--- src/rtl/bitop_pkg.sv ---
package bitop_pkg;
    localparam int OPC_W = 8;

    typedef enum logic [2:0] {
        ST_IDLE  = 3'd0,
        ST_READ  = 3'd1,
        ST_EVAL  = 3'd2,
        ST_WRITE = 3'd3,
        ST_DONE  = 3'd4
    } state_e;

    // order matches {opcode[4], opcode[0]}
    typedef enum logic [1:0] {
        OP_BR_SET  = 2'b00,
        OP_BR_CLR  = 2'b01,
        OP_BIT_SET = 2'b10,
        OP_BIT_CLR = 2'b11
    } op_kind_e;
endpackage

--- src/rtl/bitop_decode.sv ---
module bitop_decode
    import bitop_pkg::*;
#(
    parameter int DATA_W = 8
) (
    input  logic [OPC_W-1:0]          opcode,
    output op_kind_e                  kind,
    output logic [$clog2(DATA_W)-1:0] bit_idx,
    output logic                      legal
);
    localparam int BIT_W    = $clog2(DATA_W);
    // two groups (branch, set/clr) of DATA_W bits, two polarities each
    localparam int OPC_SPAN = 4 * DATA_W;

    always_comb begin
        bit_idx = opcode[BIT_W:1];
        kind    = op_kind_e'({opcode[BIT_W+1], opcode[0]});
        legal   = (opcode < OPC_W'(OPC_SPAN));
    end
endmodule

--- src/rtl/bitop_modify.sv ---
module bitop_modify
    import bitop_pkg::*;
#(
    parameter int DATA_W = 8
) (
    input  logic [DATA_W-1:0]         rdata,
    input  logic [$clog2(DATA_W)-1:0] bit_idx,
    input  op_kind_e                  kind,
    output logic [DATA_W-1:0]         new_byte,
    output logic                      tested
);
    logic [DATA_W-1:0] mask;

    for (genvar g = 0; g < DATA_W; g++) begin : g_mask
        assign mask[g] = (bit_idx == g[$clog2(DATA_W)-1:0]);
    end

    always_comb begin
        tested = |(rdata & mask);
        if (kind == OP_BIT_CLR) new_byte = rdata & ~mask;
        else                    new_byte = rdata | mask;
    end
endmodule

--- src/rtl/bitop_target.sv ---
module bitop_target #(
    parameter int PC_W     = 16,
    parameter int DATA_W   = 8,
    parameter int INSN_LEN = 3
) (
    input  logic [PC_W-1:0]   pc,
    input  logic [DATA_W-1:0] offset,
    output logic [PC_W-1:0]   fallthrough,
    output logic [PC_W-1:0]   target
);
    logic [PC_W-1:0] disp;

    always_comb begin
        disp        = {{(PC_W-DATA_W){offset[DATA_W-1]}}, offset};
        fallthrough = pc + PC_W'(INSN_LEN);
        target      = fallthrough + disp;
    end
endmodule

--- src/rtl/bitop_unit.sv ---
module bitop_unit
    import bitop_pkg::*;
#(
    parameter int ADDR_W   = 8,
    parameter int DATA_W   = 8,
    parameter int PC_W     = 16,
    parameter int INSN_LEN = 3
) (
    input  logic              clk,
    input  logic              rst_n,
    input  logic              start,
    input  logic [OPC_W-1:0]  opcode,
    input  logic [ADDR_W-1:0] addr_byte,
    input  logic [DATA_W-1:0] offset_byte,
    input  logic [PC_W-1:0]   pc_in,
    output logic              busy,
    output logic              mem_req,
    output logic              mem_we,
    output logic [ADDR_W-1:0] mem_addr,
    output logic [DATA_W-1:0] mem_wdata,
    input  logic [DATA_W-1:0] mem_rdata,
    output logic              done,
    output logic              illegal,
    output logic              carry_we,
    output logic              carry_out,
    output logic              taken,
    output logic [PC_W-1:0]   pc_next
);
    localparam int BIT_W = $clog2(DATA_W);

    typedef struct packed {
        state_e            state;
        op_kind_e          kind;
        logic [BIT_W-1:0]  bit_idx;
        logic [ADDR_W-1:0] addr;
        logic [DATA_W-1:0] offset;
        logic [PC_W-1:0]   pc;
        logic [DATA_W-1:0] wbyte;
        logic              illegal;
        logic              carry;
        logic              carry_we;
        logic              taken;
        logic [PC_W-1:0]   pc_next;
    } regs_t;

    regs_t q, d;

    op_kind_e          dec_kind;
    logic [BIT_W-1:0]  dec_bit;
    logic              dec_legal;
    logic [DATA_W-1:0] mod_byte;
    logic              mod_tested;
    logic [PC_W-1:0]   pc_fall;
    logic [PC_W-1:0]   pc_target;

    bitop_decode #(.DATA_W(DATA_W)) u_dec (
        .opcode  (opcode),
        .kind    (dec_kind),
        .bit_idx (dec_bit),
        .legal   (dec_legal)
    );

    bitop_modify #(.DATA_W(DATA_W)) u_mod (
        .rdata    (mem_rdata),
        .bit_idx  (q.bit_idx),
        .kind     (q.kind),
        .new_byte (mod_byte),
        .tested   (mod_tested)
    );

    bitop_target #(.PC_W(PC_W), .DATA_W(DATA_W), .INSN_LEN(INSN_LEN)) u_tgt (
        .pc          (q.pc),
        .offset      (q.offset),
        .fallthrough (pc_fall),
        .target      (pc_target)
    );

    logic is_branch_q;
    assign is_branch_q = (q.kind == OP_BR_SET) || (q.kind == OP_BR_CLR);

    always_comb begin
        d = q;
        unique case (q.state)
            ST_IDLE: begin
                if (start) begin
                    d.kind     = dec_kind;
                    d.bit_idx  = dec_bit;
                    d.addr     = addr_byte;
                    d.offset   = offset_byte;
                    d.pc       = pc_in;
                    d.illegal  = !dec_legal;
                    d.carry_we = 1'b0;
                    d.taken    = 1'b0;
                    d.state    = dec_legal ? ST_READ : ST_DONE;
                end
            end
            ST_READ: d.state = ST_EVAL;
            ST_EVAL: begin
                if (is_branch_q) begin
                    d.carry    = mod_tested;
                    d.carry_we = 1'b1;
                    d.taken    = (q.kind == OP_BR_SET) ? mod_tested : !mod_tested;
                    d.pc_next  = d.taken ? pc_target : pc_fall;
                    d.state    = ST_DONE;
                end else begin
                    d.wbyte = mod_byte;
                    d.state = ST_WRITE;
                end
            end
            ST_WRITE: d.state = ST_DONE;
            ST_DONE:  d.state = ST_IDLE;
            default:  d.state = ST_IDLE;
        endcase
    end

    always_ff @(posedge clk) begin
        if (!rst_n) q <= '0;
        else        q <= d;
    end

    always_comb begin
        busy      = (q.state != ST_IDLE);
        mem_req   = (q.state == ST_READ) || (q.state == ST_WRITE);
        mem_we    = (q.state == ST_WRITE);
        mem_addr  = q.addr;
        mem_wdata = q.wbyte;
        done      = (q.state == ST_DONE);
        illegal   = done && q.illegal;
        carry_we  = done && q.carry_we;
        carry_out = q.carry;
        taken     = done && q.taken;
        pc_next   = q.pc_next;
    end
endmodule

--- config.mk ---
export PLATFORM = sky130hd
export DESIGN_NAME = bitop_unit
export DESIGN_NICKNAME = d
export VERILOG_FILES = /design/src/rtl/bitop_pkg.sv /design/src/rtl/bitop_decode.sv /design/src/rtl/bitop_modify.sv /design/src/rtl/bitop_target.sv /design/src/rtl/bitop_unit.sv
export SDC_FILE = /design/constraint.sdc
export NUM_CORES = 1
export LEC_CHECK = 0
export BUFFER_PORTS_ARGS = -buffer_cell sky130_fd_sc_hd__clkbuf_2
export CAP_MARGIN = 20
export CORE_AREA = 2 2 106 108
export CTS_BUF_LIST = sky130_fd_sc_hd__clkbuf_8 sky130_fd_sc_hd__clkbuf_16
export DETAILED_ROUTE_END_ITERATION = 8
export DIE_AREA = 0 0 108 110
export PLACE_DENSITY = 0.71
export SLEW_MARGIN = 20
export SYNTH_ARGS = -nofsm -noshare
export SYNTH_HDL_FRONTEND = slang
export SYNTH_SLANG_ARGS = --single-unit
--- constraint.sdc ---
create_clock -name clk -period 3.2 [get_ports clk]
set_input_delay 0.48 -clock clk [delete_from_list [all_inputs] [get_ports clk]]
set_output_delay 0.48 -clock clk [all_outputs]
set_load 0.01 [all_outputs]
# ---- Word level (Yosys, flattened, before mapping)
# Cells that the tools add are included.
dict set report word_totals {
  ff_bits 68
  latchBits 0
  ram_bits 0
  romBits 0
  inputBits 51
  out_inout_bits 40
  mem_count 0
}
dict set report classes {
  add_sub_neg 2
  n_mul 0
  div 0
  magnitude_cmp 1
  n_eq_ne 15
  shift 0
  n_mux 10
  bitwise 5
  reduce_logical 17
}
# op n
set op_table {}
lappend op_table {{$mux 40} 1}
lappend op_table {{$mux 18} 1}
lappend op_table {{$add 16x16->16} 1}
lappend op_table {{$add 16x2->16 const B} 1}
lappend op_table {{$and 8x8->8} 2}
lappend op_table {{$mux 16} 1}
lappend op_table {{$eq 3x3->1 const B} 5}
lappend op_table {{$eq 3x2->1 const B} 4}
lappend op_table {{$pmux 3 s4} 1}
lappend op_table {{$lt 8x6->1 const B} 1}
lappend op_table {{$mux 8} 1}
lappend op_table {{$not 8->8} 1}
lappend op_table {{$or 8x8->8} 1}
lappend op_table {{$reduce_or 8->1} 1}
lappend op_table {{$eq 3x1->1 const B} 2}
lappend op_table {{$logic_not 3->1} 2}
lappend op_table {{$mux 3} 2}
lappend op_table {{$reduce_and 2->1} 3}
lappend op_table {{$ne 2x2->1 const B} 2}
lappend op_table {{$pmux 2 s2} 1}
lappend op_table {{$logic_and 1x1->1} 3}
lappend op_table {{$reduce_and 3->1} 1}
lappend op_table {{$reduce_bool 3->1} 1}
lappend op_table {{$eq 2x1->1 const B} 1}
lappend op_table {{other kinds (8)} 10}

# ---- Depth between registers and ports, before layout
# Gate-level depths: netlist of run 1.
dict set report logic_depth {
  depth_word 8
  depth_mapped 13
  depth_no_buf 13
}

# ---- By module
# A second synthesis of run 1 with hierarchy kept.
dict set report unflattened {
  cells_unflattened 529
  area_unflattened_um2 4277.9
}
# mod n_inst cells_per_inst area_per_inst_um2
set by_module_without_submodules {}
lappend by_module_without_submodules {bitop_unit 1 361 3009.1}
lappend by_module_without_submodules {bitop_target 1 139 989.7}
lappend by_module_without_submodules {bitop_modify 1 23 231.5}
lappend by_module_without_submodules {bitop_decode 1 6 47.5}

# ---- Worst setup path after synthesis of run 1
# No wires, ideal clock.
dict set report synth_timing {
  path_type {register to register}
  startpoint {register q[28] (netlist name)}
  endpoint {register q (netlist bit pc_next[15])}
  arrival_ps 2994
  required_ps 3070
  setup_slack_ps 76
  stages_incl_launch_ff 14
  n_path_buf 0
  synth_period_minus_slack_ps 3124
  cell_sequence {dfxtp_1 -> inv_1 -> ha_1 -> or4b_4 -> nor2_1 -> xor2_1 -> ha_1 -> a21oi_1 -> o21ai_0 -> a221oi_1 -> o21ai_0 -> xor2_1 -> mux2i_1 -> o311ai_1}
}
dict set report synth_via {
  elab_chain_cells 3
}
# element line
set synth_rtl {}
lappend synth_rtl {{start, declared} bitop_unit.sv:46} ;# regs_t q, d;
lappend synth_rtl {{start signal, assigned} bitop_unit.sv:117} ;# if (!rst_n) q <= '0;
lappend synth_rtl {{start signal, assigned} bitop_unit.sv:118} ;# else q <= d;
lappend synth_rtl {{$add 16x2->16 *} bitop_target.sv:15} ;# fallthrough = pc + PC_W'(INSN_LEN);
lappend synth_rtl {{$add 16x16->16} bitop_target.sv:16} ;# target = fallthrough + disp;
lappend synth_rtl {{$mux 16 *} bitop_unit.sv:103} ;# d.pc_next = d.taken ? pc_target : pc_fall;
# Every way passes the cells marked *; elsewhere a longest branch is shown, timed or not.
# A chain may end at the register's enable or synchronous reset.

# ---- Worst setup path after layout of run 1
# Same ends and word-level chain as after synthesis.

==> results of run 1 <==
==> worst paths after layout <==
check                           cells past startpoint       from  slack, ns           to
worst max-delay path                               12      q[28]       0.15  pc_next[15]
worst min-delay path                                3  opcode[3]       0.35        q[62]
worst max register to register                     12      q[28]       0.15  pc_next[15]
worst min register to register                      2      q[16]       0.47        q[16]
==> cell type report <==
type / instances / area (sq um) / area share
Clock buffer: 9 / 124 / 0.0257
Clock inverter: 7 / 76.3 / 0.0158
Inverter: 11 / 41.3 / 0.00857
Multi-Input combinational cell: 375 / 2450 / 0.509
Sequential cell: 68 / 1360 / 0.283
Tap cell: 140 / 175 / 0.0364
Timing Repair Buffer: 108 / 586 / 0.122
==> worst reg2reg max path, cell delays in order (launching register included) <==
cell                       delay (ns)
sky130_fd_sc_hd__dfxtp_2         0.34
sky130_fd_sc_hd__inv_2           0.04
sky130_fd_sc_hd__ha_2            0.17
sky130_fd_sc_hd__or4b_4          0.60
sky130_fd_sc_hd__nor2_2          0.14
sky130_fd_sc_hd__xor2_1          0.24
sky130_fd_sc_hd__ha_1            0.32
sky130_fd_sc_hd__and4_4          0.20
sky130_fd_sc_hd__a221oi_2        0.23
sky130_fd_sc_hd__o21ai_1         0.11
sky130_fd_sc_hd__xor2_1          0.17
sky130_fd_sc_hd__mux2i_1         0.23
sky130_fd_sc_hd__o311ai_1        0.11
==> metrics by stage <==
step                instance area (sq um)  hold slack (ns)  power (W)  utilization
floorplan                            4110            0.438    0.00122            -
global placement                     4490            0.450    0.00132        0.420
detailed placement                   4490            0.456    0.00133        0.420
CTS                                  4710            0.338    0.00205        0.440
global route                         4820            0.357    0.00215        0.450
finish                               4820            0.354    0.00204        0.450
==> routing by layer <==
| metal | wire [um] | vias up |
|---|---|---|
| li1 | - | 1838 |
| met1 | 4670 | 1623 |
| met2 | 4390 | 94 |
| met3 | 581 | 11 |
| met4 | 133 | 0 |
| met5 | 0 | - |
==> state kept, by name, indices dropped and copies added (netlist names) <==
signal and cells:
q 35, carry_out 1, mem_wdata 8, pc_next 16
mem_addr 8
==> kinds of logic after synthesis <==
kind of cell	count (synthesis)
and+or+nand+nor	175
AOI/OAI and AO/OA	132
DFF	68
buffers and inverters	67
xor gates and xnor gates	28
muxes	20
adders and majority gates	20
==> report_power, final <==
| group | switching [W] | total (W) | internal (W) |
|---|---|---|---|
| Sequential | 0.0000372 | 0.000915 | 0.000878 |
| Combinational | 0.000226 | 0.000409 | 0.000183 |
| Clock | 0.000347 | 0.000710 | 0.000363 |
| Total | 0.000611 | 0.00204 | 0.00142 |
==> cell usage in the layout, fill, tap and decap left out, types with 3 or more instances in the layout <==
master and count:
sky130_fd_sc_hd__o21ai_0 28, sky130_fd_sc_hd__nand3_1 15, sky130_fd_sc_hd__nand2b_1 3, sky130_fd_sc_hd__clkbuf_8 9
sky130_fd_sc_hd__o211ai_1 3, sky130_fd_sc_hd__o21ai_1 5, sky130_fd_sc_hd__buf_4 18, sky130_fd_sc_hd__ha_1 16
sky130_fd_sc_hd__nand4_1 3, sky130_fd_sc_hd__a21boi_0 39, sky130_fd_sc_hd__dfxtp_1 66, sky130_fd_sc_hd__inv_1 10
sky130_fd_sc_hd__xor2_1 9, sky130_fd_sc_hd__nand2_1 103, sky130_fd_sc_hd__and2_1 13, sky130_fd_sc_hd__a21oi_1 32
sky130_fd_sc_hd__clkbuf_2 90, sky130_fd_sc_hd__nor2b_1 3, sky130_fd_sc_hd__xnor2_1 15, sky130_fd_sc_hd__nor2_1 19
sky130_fd_sc_hd__mux2i_1 18, sky130_fd_sc_hd__a21o_1 3
==> repair_timing <==
item,4_1_cts,5_1_grt
setup endpoints to repair,1,3
setup buffers,2,2
resized for setup,2,21
pin swaps,4,8
==> flow_summary.html, run 1 <==
<table>
<tr><th>Metric</th><th>Value</th></tr>
<tr><th colspan="2">Clock network</th></tr>
<tr><td>Total clock buffers created by CTS</td><td>9</td></tr>
<tr><td>Cts hold-fix bufs</td><td>0</td></tr>
<tr><td>Clock root cell</td><td>sky130_fd_sc_hd__clkbuf_8</td></tr>
<tr><td>Later-pin clock latency in the skew report</td><td>0.35 ns</td></tr>
<tr><td>H-tree Lvls</td><td>3</td></tr>
<tr><td>Clock-pin transition on the worst setup and hold timing paths</td><td>0.08 ns</td></tr>
<tr><td>CTS tree</td><td>yes</td></tr>
<tr><td>Largest buffer count on any clock path</td><td>2</td></tr>
<tr><td>TritonCTS Sinks</td><td>68</td></tr>
<tr><th colspan="2">Detailed routing</th></tr>
<tr><td>Routed vias</td><td>3,566</td></tr>
<tr><td>Wire length reported by the detailed router</td><td>9770 um</td></tr>
<tr><td>Average wire per standard cell</td><td>roughly 14 um</td></tr>
<tr><td>Routed vias/inst</td><td>4.97</td></tr>
<tr><td># DRC</td><td>0</td></tr>
<tr><td>First-iteration detailed-routing DRC count</td><td>156</td></tr>
<tr><td>DRT Pass-1 Iters</td><td>4</td></tr>
<tr><td>Post-route antenna net violation count</td><td>0</td></tr>
<tr><th colspan="2">Global routing</th></tr>
<tr><td>Pin count of the biggest net entering global routing</td><td>67</td></tr>
<tr><td>Combined global-route utilization of all metal layers</td><td>0.169</td></tr>
<tr><td>Peak-usage layer in the global routing report</td><td>met2</td></tr>
<tr><td>Global-route track usage on met3</td><td>0.0364</td></tr>
<tr><td>Global routing usage on met1</td><td>0.225</td></tr>
<tr><td>Antenna violations before repair</td><td>0</td></tr>
<tr><td>Via count of the first global-routing pass</td><td>around 3,400</td></tr>
<tr><td>GRT met2 Usage</td><td>0.276</td></tr>
<tr><td>Congestion Overflow GR</td><td>0</td></tr>
<tr><td>Global-route wire length before repair</td><td>15,900 um</td></tr>
<tr><th colspan="2">Floorplan</th></tr>
<tr><td>Core outline area</td><td>0.0107 sq mm</td></tr>
<tr><td>Total die area</td><td>0.0119 sq mm</td></tr>
<tr><td>Std cell rows</td><td>38</td></tr>
<tr><td>Initial Util</td><td>0.384</td></tr>
<tr><td>Ports placed on the boundary</td><td>91</td></tr>
<tr><td>Die width</td><td>108 um</td></tr>
<tr><td>Die Height</td><td>110 um</td></tr>
<tr><th colspan="2">Worst hold path</th></tr>
<tr><td>Class of the worst hold path</td><td>in -&gt; reg</td></tr>
<tr><th colspan="2">Place</th></tr>
<tr><td>Worst setup timing slack at the placement stage</td><td>-0.0532 ns</td></tr>
<tr><td>Dpl cells</td><td>698</td></tr>
<tr><td>Number of buffers added on ports</td><td>90</td></tr>
<tr><td>Global placer's final weighted congestion</td><td>0.871</td></tr>
<tr><td>Post-DP HPWL</td><td>7330 um</td></tr>
<tr><th colspan="2">Setup path</th></tr>
<tr><td>Number of buffer and inverter stages on the critical path</td><td>1</td></tr>
<tr><td>Kind of critical path</td><td>reg -&gt; reg</td></tr>
<tr><td>Category of the worst setup path capture point</td><td>flip-flop</td></tr>
<tr><td>Critical path's most frequent cell</td><td>sky130_fd_sc_hd__xor2_1</td></tr>
<tr><td>Arrival time at the worst endpoint</td><td>between 3 and 4 ns</td></tr>
<tr><td>Crit-path slowest cell</td><td>sky130_fd_sc_hd__or4b_4</td></tr>
<tr><td>Startpoint type of the worst setup path</td><td>flip-flop</td></tr>
<tr><td>CP Data Required Time</td><td>3.42 ns</td></tr>
<tr><td>Crit-path cells</td><td>inv_2 &gt; ha_2 &gt; or4b_4 &gt; nor2_2 &gt; xor2_1 &gt; ha_1 &gt; and4_4 &gt; a221oi_2 &gt; o21ai_1 &gt; xor2_1 &gt; mux2i_1 &gt; o311ai_1</td></tr>
<tr><td>Critical path fanouts, max</td><td>5</td></tr>
<tr><td>CP peak stage delay</td><td>0.60 ns</td></tr>
<tr><td>Top delay family on crit path</td><td>simple AND/OR/NAND/NOR gates</td></tr>
<tr><th colspan="2">Flow run</th></tr>
<tr><td>Max-Cap Viols</td><td>0</td></tr>
<tr><th colspan="2">Synth</th></tr>
<tr><td>Fraction of the yosys area taken by sequential cells</td><td>0.331</td></tr>
<tr><td>Number of library cell types mapped by synthesis</td><td>52</td></tr>
<tr><td>Mapped Area</td><td>just over 0.004 sq mm</td></tr>
<tr><td>Fraction of the mapped netlist area in compound gates</td><td>0.206</td></tr>
<tr><td>Synth Area in XOR/XNOR</td><td>0.0642</td></tr>
<tr><td>Cell taking the most area after synthesis</td><td>sky130_fd_sc_hd__dfxtp_1</td></tr>
<tr><td>Net count after synthesis</td><td>581</td></tr>
<tr><td>Post-synth EDFFs</td><td>0</td></tr>
<tr><td>Most common flop cell mapped by yosys</td><td>sky130_fd_sc_hd__dfxtp_1</td></tr>
<tr><td>Commonest cells post-synth</td><td>104 x sky130_fd_sc_hd__nand2_1, 68 x sky130_fd_sc_hd__dfxtp_1, 39 x sky130_fd_sc_hd__a21boi_0, 34 x sky130_fd_sc_hd__a21oi_1, 33 x sky130_fd_sc_hd__buf_4</td></tr>
<tr><td>Most frequent cell after synthesis</td><td>sky130_fd_sc_hd__nand2_1</td></tr>
<tr><td>Simple-gate area share of the yosys netlist</td><td>0.190</td></tr>
<tr><td>Async S/R FF share, synth</td><td>0</td></tr>
<tr><td>Synthesis-stage register bit count</td><td>roughly 70</td></tr>
<tr><td>Avg Synthesized Cell Area</td><td>8.06 sq um</td></tr>
<tr><td>Post-synthesis cell count</td><td>510</td></tr>
<tr><td>Fraction of post-synthesis cell area in the top cell type by area</td><td>0.331</td></tr>
<tr><td>Adder-cell share of the synthesized area</td><td>0.0627</td></tr>
<tr><td>Cell types with the largest area share after synthesis</td><td>sky130_fd_sc_hd__dfxtp_1 33%, sky130_fd_sc_hd__nand2_1 9.5%, sky130_fd_sc_hd__a21boi_0 7.1%, sky130_fd_sc_hd__buf_4 6.0%, sky130_fd_sc_hd__ha_1 5.8%</td></tr>
<tr><td>Number of warnings reported in the yosys synthesis log</td><td>0</td></tr>
<tr><td>Proportion of synthesized area in mux cells</td><td>0.0511</td></tr>
<tr><td>Largest family of logic cells by synthesized area</td><td>compound AO/OA/AOI/OAI gates</td></tr>
<tr><th colspan="2">Cells and area</th></tr>
<tr><td>Synth-to-layout area growth</td><td>17.1%</td></tr>
<tr><td>Share of final-layout standard cells stronger than drive strength 1</td><td>0.261</td></tr>
<tr><td>Antenna diode count</td><td>0</td></tr>
<tr><td>Number of cells in the finished layout apart from fillers</td><td>718</td></tr>
<tr><td>Net count reported at finish</td><td>644</td></tr>
<tr><td>Number of filler cells placed in the layout</td><td>1,097</td></tr>
<tr><th colspan="2">STA</th></tr>
<tr><td>Period utilization</td><td>0.952</td></tr>
<tr><td>Clock skew after layout</td><td>0.00916 ns</td></tr>
<tr><td>Setup-violating endpoint count in the final report</td><td>0</td></tr>
<tr><td>Slew headroom</td><td>0.581</td></tr>
<tr><td>Accumulated negative setup slack</td><td>0 ns</td></tr>
<tr><td>Highest clock rate</td><td>between 300 and 400 MHz</td></tr>
<tr><td>Period minus WS final</td><td>just over 3 ns</td></tr>
<tr><td>Transition time at the pin with the least slew margin</td><td>0.627 ns</td></tr>
<tr><td>Final Hold Viols</td><td>0</td></tr>
<tr><td>Final worst-path setup slack</td><td>0.155 ns</td></tr>
<tr><td>Max-slew violation count</td><td>0</td></tr>
<tr><th colspan="2">Status</th></tr>
<tr><td>Status</td><td>finished, final reports clean</td></tr>
<tr><th colspan="2">Power</th></tr>
<tr><td>Maximum VDD drop</td><td>0.000223 V</td></tr>
<tr><td>Pwr dens</td><td>423 mW/mm^2</td></tr>
<tr><td>Static Leak</td><td>2.19 nW</td></tr>
</table>
No activity file was read; power rests on OpenSTA's default activity.
==> inputs of run 2 (changes only) <==
CORE_AREA = 2 2 108 110   (was 2 2 106 108)
DIE_AREA = 0 0 110 112   (was 0 0 108 110)
SYNTH_HIERARCHICAL = 1   (was not set)
==> flow_summary.html, run 2 <==
<table>
<tr><th>Metric</th><th>Value</th></tr>
<tr><th colspan="2">Status</th></tr>
<tr><td>Status</td><td>finished, final reports clean (unchanged)</td></tr>
<tr><th colspan="2">Clock network</th></tr>
<tr><td>Total clock buffers created by CTS</td><td>9 (unchanged)</td></tr>
<tr><td>H-tree Lvls</td><td>3 (unchanged)</td></tr>
<tr><td>TritonCTS Sinks</td><td>68 (unchanged)</td></tr>
<tr><td>Clock root cell</td><td>sky130_fd_sc_hd__clkbuf_16 (was sky130_fd_sc_hd__clkbuf_8)</td></tr>
<tr><td>Clock-pin transition on the worst setup and hold timing paths</td><td>0.06 ns (was 0.08 ns)</td></tr>
<tr><td>Cts hold-fix bufs</td><td>0 (unchanged)</td></tr>
<tr><td>CTS tree</td><td>yes (unchanged)</td></tr>
<tr><td>Later-pin clock latency in the skew report</td><td>0.33 ns (was 0.35 ns)</td></tr>
<tr><td>Largest buffer count on any clock path</td><td>2 (unchanged)</td></tr>
<tr><th colspan="2">STA</th></tr>
<tr><td>Slew headroom</td><td>0.481 (was 0.581)</td></tr>
<tr><td>Setup repair after global routing missed its margin</td><td>no</td></tr>
<tr><td>Period minus WS final</td><td>2.99 ns (was 3.05 ns)</td></tr>
<tr><td>Final worst-path setup slack</td><td>0.210 ns (was 0.155 ns)</td></tr>
<tr><td>Setup-violating endpoint count in the final report</td><td>0 (unchanged)</td></tr>
<tr><td>Final Hold Viols</td><td>0 (unchanged)</td></tr>
<tr><td>Transition time at the pin with the least slew margin</td><td>0.779 ns (was 0.627 ns)</td></tr>
<tr><td>Max-slew violation count</td><td>0 (unchanged)</td></tr>
<tr><td>Clock skew after layout</td><td>0.00574 ns (was 0.00916 ns)</td></tr>
<tr><td>Highest clock rate</td><td>334 MHz (was 328 MHz)</td></tr>
<tr><td>Accumulated negative setup slack</td><td>0 ns (unchanged)</td></tr>
<tr><td>Period utilization</td><td>0.935 (was 0.952)</td></tr>
<tr><th colspan="2">Detailed routing</th></tr>
<tr><td>Wire length reported by the detailed router</td><td>10,300 um (was 9770 um)</td></tr>
<tr><td>Post-route antenna net violation count</td><td>0 (unchanged)</td></tr>
<tr><td>Average wire per standard cell</td><td>14.3 um (was 13.6 um)</td></tr>
<tr><td># DRC</td><td>0 (unchanged)</td></tr>
<tr><td>Routed vias/inst</td><td>5.23 (was 4.97)</td></tr>
<tr><td>DRT Pass-1 Iters</td><td>4 (unchanged)</td></tr>
<tr><td>Routed vias</td><td>3,763 (was 3,566)</td></tr>
<tr><td>First-iteration detailed-routing DRC count</td><td>231 (was 156)</td></tr>
<tr><th colspan="2">Synth</th></tr>
<tr><td>Fraction of post-synthesis cell area in the top cell type by area</td><td>0.318 (was 0.331)</td></tr>
<tr><td>Most common flop cell mapped by yosys</td><td>sky130_fd_sc_hd__dfxtp_1 (unchanged)</td></tr>
<tr><td>Avg Synthesized Cell Area</td><td>8.09 sq um (was 8.06 sq um)</td></tr>
<tr><td>Number of library cell types mapped by synthesis</td><td>54 (was 52)</td></tr>
<tr><td>Cell types with the largest area share after synthesis</td><td>sky130_fd_sc_hd__dfxtp_1 32%, sky130_fd_sc_hd__nand2_1 8.8%, sky130_fd_sc_hd__buf_4 6.7%, sky130_fd_sc_hd__a21boi_0 5.3%, sky130_fd_sc_hd__ha_1 4.7% (was sky130_fd_sc_hd__dfxtp_1 33%, sky130_fd_sc_hd__nand2_1 9.5%, sky130_fd_sc_hd__a21boi_0 7.1%, sky130_fd_sc_hd__buf_4 6.0%, sky130_fd_sc_hd__ha_1 5.8%)</td></tr>
<tr><td>Net count after synthesis</td><td>597 (was 581)</td></tr>
<tr><td>Fraction of the yosys area taken by sequential cells</td><td>0.318 (was 0.331)</td></tr>
<tr><td>Number of warnings reported in the yosys synthesis log</td><td>6 (was 0)</td></tr>
<tr><td>Post-synth EDFFs</td><td>0 (unchanged)</td></tr>
<tr><td>Async S/R FF share, synth</td><td>0 (unchanged)</td></tr>
<tr><td>Commonest cells post-synth</td><td>100 x sky130_fd_sc_hd__nand2_1, 68 x sky130_fd_sc_hd__dfxtp_1, 39 x sky130_fd_sc_hd__o21ai_0, 38 x sky130_fd_sc_hd__buf_4, 30 x sky130_fd_sc_hd__a21boi_0 (was 104 x sky130_fd_sc_hd__nand2_1, 68 x sky130_fd_sc_hd__dfxtp_1, 39 x sky130_fd_sc_hd__a21boi_0, 34 x sky130_fd_sc_hd__a21oi_1, 33 x sky130_fd_sc_hd__buf_4)</td></tr>
<tr><td>Cell taking the most area after synthesis</td><td>sky130_fd_sc_hd__dfxtp_1 (unchanged)</td></tr>
<tr><td>Post-synthesis cell count</td><td>529 (was 510)</td></tr>
<tr><td>Most frequent cell after synthesis</td><td>sky130_fd_sc_hd__nand2_1 (unchanged)</td></tr>
<tr><td>Synthesis-stage register bit count</td><td>68 (unchanged)</td></tr>
<tr><td>Mapped Area</td><td>0.00428 sq mm (was 0.00411 sq mm)</td></tr>
<tr><th colspan="2">Floorplan</th></tr>
<tr><td>Std cell rows</td><td>39 (was 38)</td></tr>
<tr><td>Initial Util</td><td>0.383 (was 0.384)</td></tr>
<tr><td>Die width</td><td>110 um (was 108 um)</td></tr>
<tr><td>Total die area</td><td>0.0123 sq mm (was 0.0119 sq mm)</td></tr>
<tr><td>Core outline area</td><td>0.0112 sq mm (was 0.0107 sq mm)</td></tr>
<tr><td>Die Height</td><td>112 um (was 110 um)</td></tr>
<tr><td>Ports placed on the boundary</td><td>91 (unchanged)</td></tr>
<tr><th colspan="2">Cells and area</th></tr>
<tr><td>Biggest register</td><td>q (unchanged)</td></tr>
<tr><td>Share of final-layout standard cells stronger than drive strength 1</td><td>0.234 (was 0.261)</td></tr>
<tr><td>Number of flip-flops under the largest register name</td><td>35 (unchanged)</td></tr>
<tr><td>Number of filler cells placed in the layout</td><td>1,130 (was 1,097)</td></tr>
<tr><td>Net count reported at finish</td><td>640 (was 644)</td></tr>
<tr><td>Synth-to-layout area growth</td><td>13.1% (was 17.1%)</td></tr>
<tr><td>Leading cell type in the layout, fill and taps excluded</td><td>sky130_fd_sc_hd__nand2_1 (unchanged)</td></tr>
<tr><td>Area occupied by registers</td><td>0.00136 sq mm (about the same)</td></tr>
<tr><td>Antenna diode count</td><td>0 (unchanged)</td></tr>
<tr><td>Combined area of the multi-input logic cells</td><td>0.00245 sq mm (about the same)</td></tr>
<tr><td>Commonest cells after routing, fill and taps aside</td><td>100 x sky130_fd_sc_hd__nand2_1, 90 x sky130_fd_sc_hd__clkbuf_2, 67 x sky130_fd_sc_hd__dfxtp_1 (was 103 x sky130_fd_sc_hd__nand2_1, 90 x sky130_fd_sc_hd__clkbuf_2, 66 x sky130_fd_sc_hd__dfxtp_1)</td></tr>
<tr><th colspan="2">Global routing</th></tr>
<tr><td>Congestion Overflow GR</td><td>0 (unchanged)</td></tr>
<tr><td>Pin count of the biggest net entering global routing</td><td>50 (was 67)</td></tr>
<tr><td>Combined global-route utilization of all metal layers</td><td>0.175 (was 0.169)</td></tr>
<tr><td>Antenna violations before repair</td><td>0 (unchanged)</td></tr>
<tr><td>Global-route wire length before repair</td><td>16,700 um (was 15,900 um)</td></tr>
<tr><td>Via count of the first global-routing pass</td><td>3,482 (was 3,400)</td></tr>
<tr><th colspan="2">Place</th></tr>
<tr><td>Global placer's final weighted congestion</td><td>0.890 (was 0.871)</td></tr>
<tr><td>Number of buffers added on ports</td><td>90 (unchanged)</td></tr>
<tr><td>Worst setup timing slack at the placement stage</td><td>0.118 ns (was -0.0532 ns)</td></tr>
<tr><td>Post-DP HPWL</td><td>7810 um (was 7330 um)</td></tr>
<tr><th colspan="2">Setup path</th></tr>
<tr><td>Category of the worst setup path capture point</td><td>flip-flop (unchanged)</td></tr>
<tr><td>Kind of critical path</td><td>reg -&gt; reg (unchanged)</td></tr>
<tr><td>Critical path fanouts, max</td><td>4 (was 5)</td></tr>
<tr><td>Startpoint type of the worst setup path</td><td>flip-flop (unchanged)</td></tr>
<tr><td>Arrival time at the worst endpoint</td><td>3.25 ns (was 3.26 ns)</td></tr>
<tr><td>CP Data Required Time</td><td>3.46 ns (was 3.42 ns)</td></tr>
<tr><th colspan="2">Worst hold path</th></tr>
<tr><td>Class of the worst hold path</td><td>in -&gt; reg (unchanged)</td></tr>
<tr><th colspan="2">Power</th></tr>
<tr><td>Pwr dens</td><td>452 mW/mm^2 (was 423 mW/mm^2)</td></tr>
<tr><td>Static Leak</td><td>1.99 nW (was 2.19 nW)</td></tr>
<tr><td>Maximum VDD drop</td><td>0.000246 V (was 0.000223 V)</td></tr>
<tr><th colspan="2">Flow run</th></tr>
<tr><td>Max-Cap Viols</td><td>0 (unchanged)</td></tr>
</table>
## run 2: power by group
| group | internal (W) | switching, W | total, W |
|---|---|---|---|
| registers | 0.000878 | 0.0000324 | 0.000911 |
| logic | 0.000157 | 0.000206 | 0.000363 |
| clock network | 0.000543 | 0.000373 | 0.000916 |
| total | 0.00158 | 0.000611 | 0.00219 |
## run 2: metrics by stage
| stage | total power [W] | cells | instance area [sq um] | hold slack [ns] | util |
|---|---|---|---|---|---|
| floorplan | 0.00119 | 529 | 4280 | 0.434 | - |
| global placement | 0.00128 | 703 | 4540 | 0.441 | 0.406 |
| detailed placement | 0.00129 | 703 | 4540 | 0.448 | 0.406 |
| CTS | 0.00221 | 719 | 4820 | 0.348 | 0.432 |
| global route | 0.00230 | 720 | 4840 | 0.370 | 0.433 |
| finish | 0.00219 | 720 | 4840 | 0.361 | 0.433 |
## run 2: worst max-delay path: stages, from the launching register on
cell and delay (ns):
sky130_fd_sc_hd__dfxtp_1 0.38, sky130_fd_sc_hd__nand4_1 0.14, sky130_fd_sc_hd__or2_1 0.27, sky130_fd_sc_hd__nor2_2 0.17, sky130_fd_sc_hd__nand2_1 0.09, sky130_fd_sc_hd__xnor2_1 0.15, sky130_fd_sc_hd__ha_1 0.36, sky130_fd_sc_hd__a21o_1 0.22
sky130_fd_sc_hd__a21oi_1 0.18, sky130_fd_sc_hd__o21ai_0 0.16, sky130_fd_sc_hd__a31oi_2 0.24, sky130_fd_sc_hd__a21oi_1 0.13, sky130_fd_sc_hd__xnor2_1 0.17, sky130_fd_sc_hd__nand3_1 0.08, sky130_fd_sc_hd__a31oi_1 0.17
## run 2: final cells by class
| cell class | instances | area share |
|---|---|---|
| clock buffer | 10 | 0.0494 |
| multi-input combinational | 383 | 0.507 |
| tap | 143 | 0.0370 |
| sequential | 68 | 0.282 |
| inverter | 10 | 0.00776 |
| clock inverter | 6 | 0.00853 |
| timing repair buffer | 100 | 0.109 |
## run 2: what timing repair did
item | 4_1_cts | 5_1_grt
endpoints found under the setup margin | 0 | 4
buffers inserted | 0 | 1
resized for setup | 0 | 3
## run 2: routing by layer
metal	wire length, um	part of all wire	up-vias	track usage
li1	-	-	1902	-
met1	4550	0.44	1730	0.219
met2	4900	0.47	123	0.281
met3	771	0.075	8	0.0556
met4	100	0.0097	0	0.0591
met5	0	0	-	0
## run 2: worst paths after layout
path | slack, ns | to | startpoint | cells past startpoint
setup / recovery | 0.21 | pc_next[15] | q[32] | 14
hold / removal | 0.36 | mem_addr[5] | addr_byte[5] | 3
setup reg to reg | 0.21 | pc_next[15] | q[32] | 14
hold reg to reg | 0.45 | mem_wdata[5] | mem_wdata[5] | 2
## run 2: logic make-up (layout without fill, tap and decap cells)
logic type	count (synthesis)	in the layout	share of synthesized area
AND/OR/NAND/NOR	181	181	0.203
AO/OA/AOI/OAI	145	145	0.220
buffers and inverters	78	126	0.112
flip-flops	68	68	0.318
XOR/XNOR	27	27	0.0553
adder cells (fa/ha/maj)	17	17	0.0515
multiplexers	13	13	0.0407
==> inputs of run 3 (changes only) <==
PLACE_DENSITY = 0.72   (was 0.71)
clock period = 2.7 ns   (was 3.2 ns; I/O delays follow)
==> flow_summary.html, run 3 (synthesis results as in run 2) <==
<table>
<tr><th>Metric</th><th>Value</th></tr>
<tr><th colspan="2">Cells and area</th></tr>
<tr><td>Commonest cells after routing, fill and taps aside</td><td>99 x sky130_fd_sc_hd__nand2_1, 90 x sky130_fd_sc_hd__clkbuf_2, 62 x sky130_fd_sc_hd__dfxtp_1 (was 100 x sky130_fd_sc_hd__nand2_1, 90 x sky130_fd_sc_hd__clkbuf_2, 67 x sky130_fd_sc_hd__dfxtp_1)</td></tr>
<tr><td>Antenna diode count</td><td>0 (unchanged)</td></tr>
<tr><td>Number of flip-flops under the largest register name</td><td>35 (unchanged)</td></tr>
<tr><td>Share of final-layout standard cells stronger than drive strength 1</td><td>0.317 (was 0.234)</td></tr>
<tr><td>Biggest register</td><td>q (unchanged)</td></tr>
<tr><td>Synth-to-layout area growth</td><td>22.4% (was 13.1%)</td></tr>
<tr><td>Net count reported at finish</td><td>663 (was 640)</td></tr>
<tr><td>Utilization after layout</td><td>0.469 (was 0.433)</td></tr>
<tr><td>Leading cell type in the layout, fill and taps excluded</td><td>sky130_fd_sc_hd__nand2_1 (unchanged)</td></tr>
<tr><th colspan="2">Power</th></tr>
<tr><td>Pwr dens</td><td>527 mW/mm^2 (was 452 mW/mm^2)</td></tr>
<tr><td>Power, Total</td><td>0.00276 W (was 0.00219 W)</td></tr>
<tr><td>Static Leak</td><td>2.16 nW (was 1.99 nW)</td></tr>
<tr><td>Maximum VDD drop</td><td>0.000265 V (was 0.000246 V)</td></tr>
<tr><th colspan="2">Floorplan</th></tr>
<tr><td>Ports placed on the boundary</td><td>91 (unchanged)</td></tr>
<tr><td>Initial Util</td><td>0.383 (unchanged)</td></tr>
<tr><td>Total die area</td><td>0.0123 sq mm (unchanged)</td></tr>
<tr><td>Core outline area</td><td>0.0112 sq mm (unchanged)</td></tr>
<tr><td>Std cell rows</td><td>39 (unchanged)</td></tr>
<tr><td>Die width</td><td>110 um (unchanged)</td></tr>
<tr><td>Die Height</td><td>112 um (unchanged)</td></tr>
<tr><th colspan="2">Global routing</th></tr>
<tr><td>Combined global-route utilization of all metal layers</td><td>0.175 (about the same)</td></tr>
<tr><td>Pin count of the biggest net entering global routing</td><td>40 (was 50)</td></tr>
<tr><td>Congestion Overflow GR</td><td>0 (unchanged)</td></tr>
<tr><td>Antenna violations before repair</td><td>0 (unchanged)</td></tr>
<tr><td>Global-route wire length before repair</td><td>17,200 um (was 16,700 um)</td></tr>
<tr><td>Via count of the first global-routing pass</td><td>3,596 (was 3,482)</td></tr>
<tr><th colspan="2">Flow run</th></tr>
<tr><td>Max-Cap Viols</td><td>0 (unchanged)</td></tr>
<tr><th colspan="2">Clock network</th></tr>
<tr><td>Largest buffer count on any clock path</td><td>2 (unchanged)</td></tr>
<tr><td>Clock-pin transition on the worst setup and hold timing paths</td><td>0.06 ns (about the same)</td></tr>
<tr><td>Later-pin clock latency in the skew report</td><td>0.33 ns (about the same)</td></tr>
<tr><td>Total clock buffers created by CTS</td><td>9 (unchanged)</td></tr>
<tr><td>CTS tree</td><td>yes (unchanged)</td></tr>
<tr><td>Clock root cell</td><td>sky130_fd_sc_hd__clkbuf_16 (unchanged)</td></tr>
<tr><td>H-tree Lvls</td><td>3 (unchanged)</td></tr>
<tr><td>TritonCTS Sinks</td><td>68 (unchanged)</td></tr>
<tr><th colspan="2">Worst hold path</th></tr>
<tr><td>Class of the worst hold path</td><td>in -&gt; reg (unchanged)</td></tr>
<tr><td>Instance count along the most critical hold path</td><td>3 (unchanged)</td></tr>
<tr><th colspan="2">Detailed routing</th></tr>
<tr><td>Wire length reported by the detailed router</td><td>10,900 um (was 10,300 um)</td></tr>
<tr><td># DRC</td><td>0 (unchanged)</td></tr>
<tr><td>Average wire per standard cell</td><td>14.6 um (was 14.3 um)</td></tr>
<tr><td>Routed vias</td><td>3,899 (was 3,763)</td></tr>
<tr><td>Post-route antenna net violation count</td><td>0 (unchanged)</td></tr>
<tr><td>DRT Pass-1 Iters</td><td>5 (was 4)</td></tr>
<tr><td>First-iteration detailed-routing DRC count</td><td>194 (was 231)</td></tr>
<tr><td>Routed vias/inst</td><td>5.25 (was 5.23)</td></tr>
<tr><th colspan="2">STA</th></tr>
<tr><td>Final worst-path setup slack</td><td>-0.151 ns (was 0.210 ns)</td></tr>
<tr><td>Period minus WS final</td><td>2.85 ns (was 2.99 ns)</td></tr>
<tr><td>Slew headroom</td><td>0.562 (was 0.481)</td></tr>
<tr><td>Max-slew violation count</td><td>0 (unchanged)</td></tr>
<tr><td>Clock skew after layout</td><td>0.00539 ns (was 0.00574 ns)</td></tr>
<tr><td>Highest clock rate</td><td>351 MHz (was 334 MHz)</td></tr>
<tr><td>Final Hold Viols</td><td>0 (unchanged)</td></tr>
<tr><td>Setup repair after global routing missed its margin</td><td>yes (was no)</td></tr>
<tr><td>Setup-violating endpoint count in the final report</td><td>3 (was 0)</td></tr>
<tr><td>Period utilization</td><td>1.06 (was 0.935)</td></tr>
<tr><td>Worst hold-check slack</td><td>0.293 ns (was 0.361 ns)</td></tr>
<tr><td>Transition time at the pin with the least slew margin</td><td>0.657 ns (was 0.779 ns)</td></tr>
<tr><th colspan="2">Status</th></tr>
<tr><td>Violated checks</td><td>negative setup slack</td></tr>
<tr><td>Status</td><td>finished with violations (was finished, final reports clean)</td></tr>
<tr><th colspan="2">Setup path</th></tr>
<tr><td>Startpoint type of the worst setup path</td><td>flip-flop (unchanged)</td></tr>
<tr><td>Critical path fanouts, max</td><td>2 (was 4)</td></tr>
<tr><td>Category of the worst setup path capture point</td><td>flip-flop (unchanged)</td></tr>
<tr><td>CP Data Required Time</td><td>2.96 ns (was 3.46 ns)</td></tr>
<tr><td>Reg2reg path depth</td><td>14 (unchanged)</td></tr>
<tr><td>Kind of critical path</td><td>reg -&gt; reg (unchanged)</td></tr>
<tr><td>Arrival time at the worst endpoint</td><td>3.11 ns (was 3.25 ns)</td></tr>
<tr><th colspan="2">Place</th></tr>
<tr><td>Number of buffers added on ports</td><td>90 (unchanged)</td></tr>
<tr><td>Global placer's final weighted congestion</td><td>0.882 (was 0.890)</td></tr>
<tr><td>Post-DP HPWL</td><td>7760 um (was 7810 um)</td></tr>
</table>
## run 3: layout make-up
type | instances | area, sq um
Fill cell | 1056 | 5940
Multi-Input combinational cell | 383 | 2640
Sequential cell | 68 | 1370
Timing Repair Buffer | 123 | 711
Clock buffer | 10 | 239
Tap cell | 143 | 179
Clock inverter | 6 | 63.8
Inverter | 10 | 37.5
## run 3: worst paths after layout
check	from	slack (ns)	to
setup reg to reg	q[31]	-0.15	pc_next[15]
setup / recovery	q[31]	-0.15	pc_next[15]
hold reg to reg	mem_addr[4]	0.46	mem_addr[4]
hold / removal	addr_byte[4]	0.29	mem_addr[4]
## run 3: through the flow
stage | setup slack, ns | TNS [ns] | instance area, sq um | std cells
4_1_cts | -0.0298 | -0.0298 | 5010 | 736
3_5_place_dp | -0.112 | -0.241 | 4660 | 717
6_report | -0.151 | -0.357 | 5240 | 743
2_1_floorplan | 0.0158 | 0 | 4280 | 529
5_1_grt | -0.290 | -0.926 | 5240 | 743
3_3_place_gp | 0.00534 | 0 | 4660 | 717
## run 3: layer usage
| metal | global-route usage | up-vias | share of wire |
|---|---|---|---|
| met3 | 0.0468 | 21 | 0.080 |
| met4 | 0.0422 | 0 | 0.019 |
| met5 | 0 | - | 0 |
| met1 | 0.231 | 1810 | 0.42 |
| li1 | - | 1933 | - |
| met2 | 0.282 | 135 | 0.48 |
## run 3: critical path, stage by stage (launching register included)
cell and delay, ns:
sky130_fd_sc_hd__dfxtp_2 0.33, sky130_fd_sc_hd__nand4_1 0.12, sky130_fd_sc_hd__or2_1 0.27, sky130_fd_sc_hd__nor2_2 0.13, sky130_fd_sc_hd__nand2_2 0.08, sky130_fd_sc_hd__xnor2_2 0.14
sky130_fd_sc_hd__ha_1 0.32, sky130_fd_sc_hd__a21o_1 0.22, sky130_fd_sc_hd__a21oi_4 0.21, sky130_fd_sc_hd__nand4bb_4 0.16, sky130_fd_sc_hd__a31oi_4 0.22, sky130_fd_sc_hd__a21oi_1 0.12
sky130_fd_sc_hd__xnor2_1 0.17, sky130_fd_sc_hd__nand3_1 0.10, sky130_fd_sc_hd__a31oi_1 0.18
## run 3: repair_timing
action                                 4_1_cts  5_1_grt
hold buffers                                 0        0
setup endpoints to repair                    5        9
resized for setup                            9       35
buffers inserted                             3        7
endpoints found under the hold margin        0        0
pin swaps                                   11       15
## run 3: power breakdown
| part | leakage, nW | total, W | internal (W) | switching, W |
|---|---|---|---|---|
| Clock | 0.150 | 0.00118 | 0.000739 | 0.000440 |
| Combinational | 1.46 | 0.000501 | 0.000226 | 0.000275 |
| Sequential | 0.557 | 0.00108 | 0.00104 | 0.0000375 |
| Total | 2.16 | 0.00276 | 0.00201 | 0.000752 |
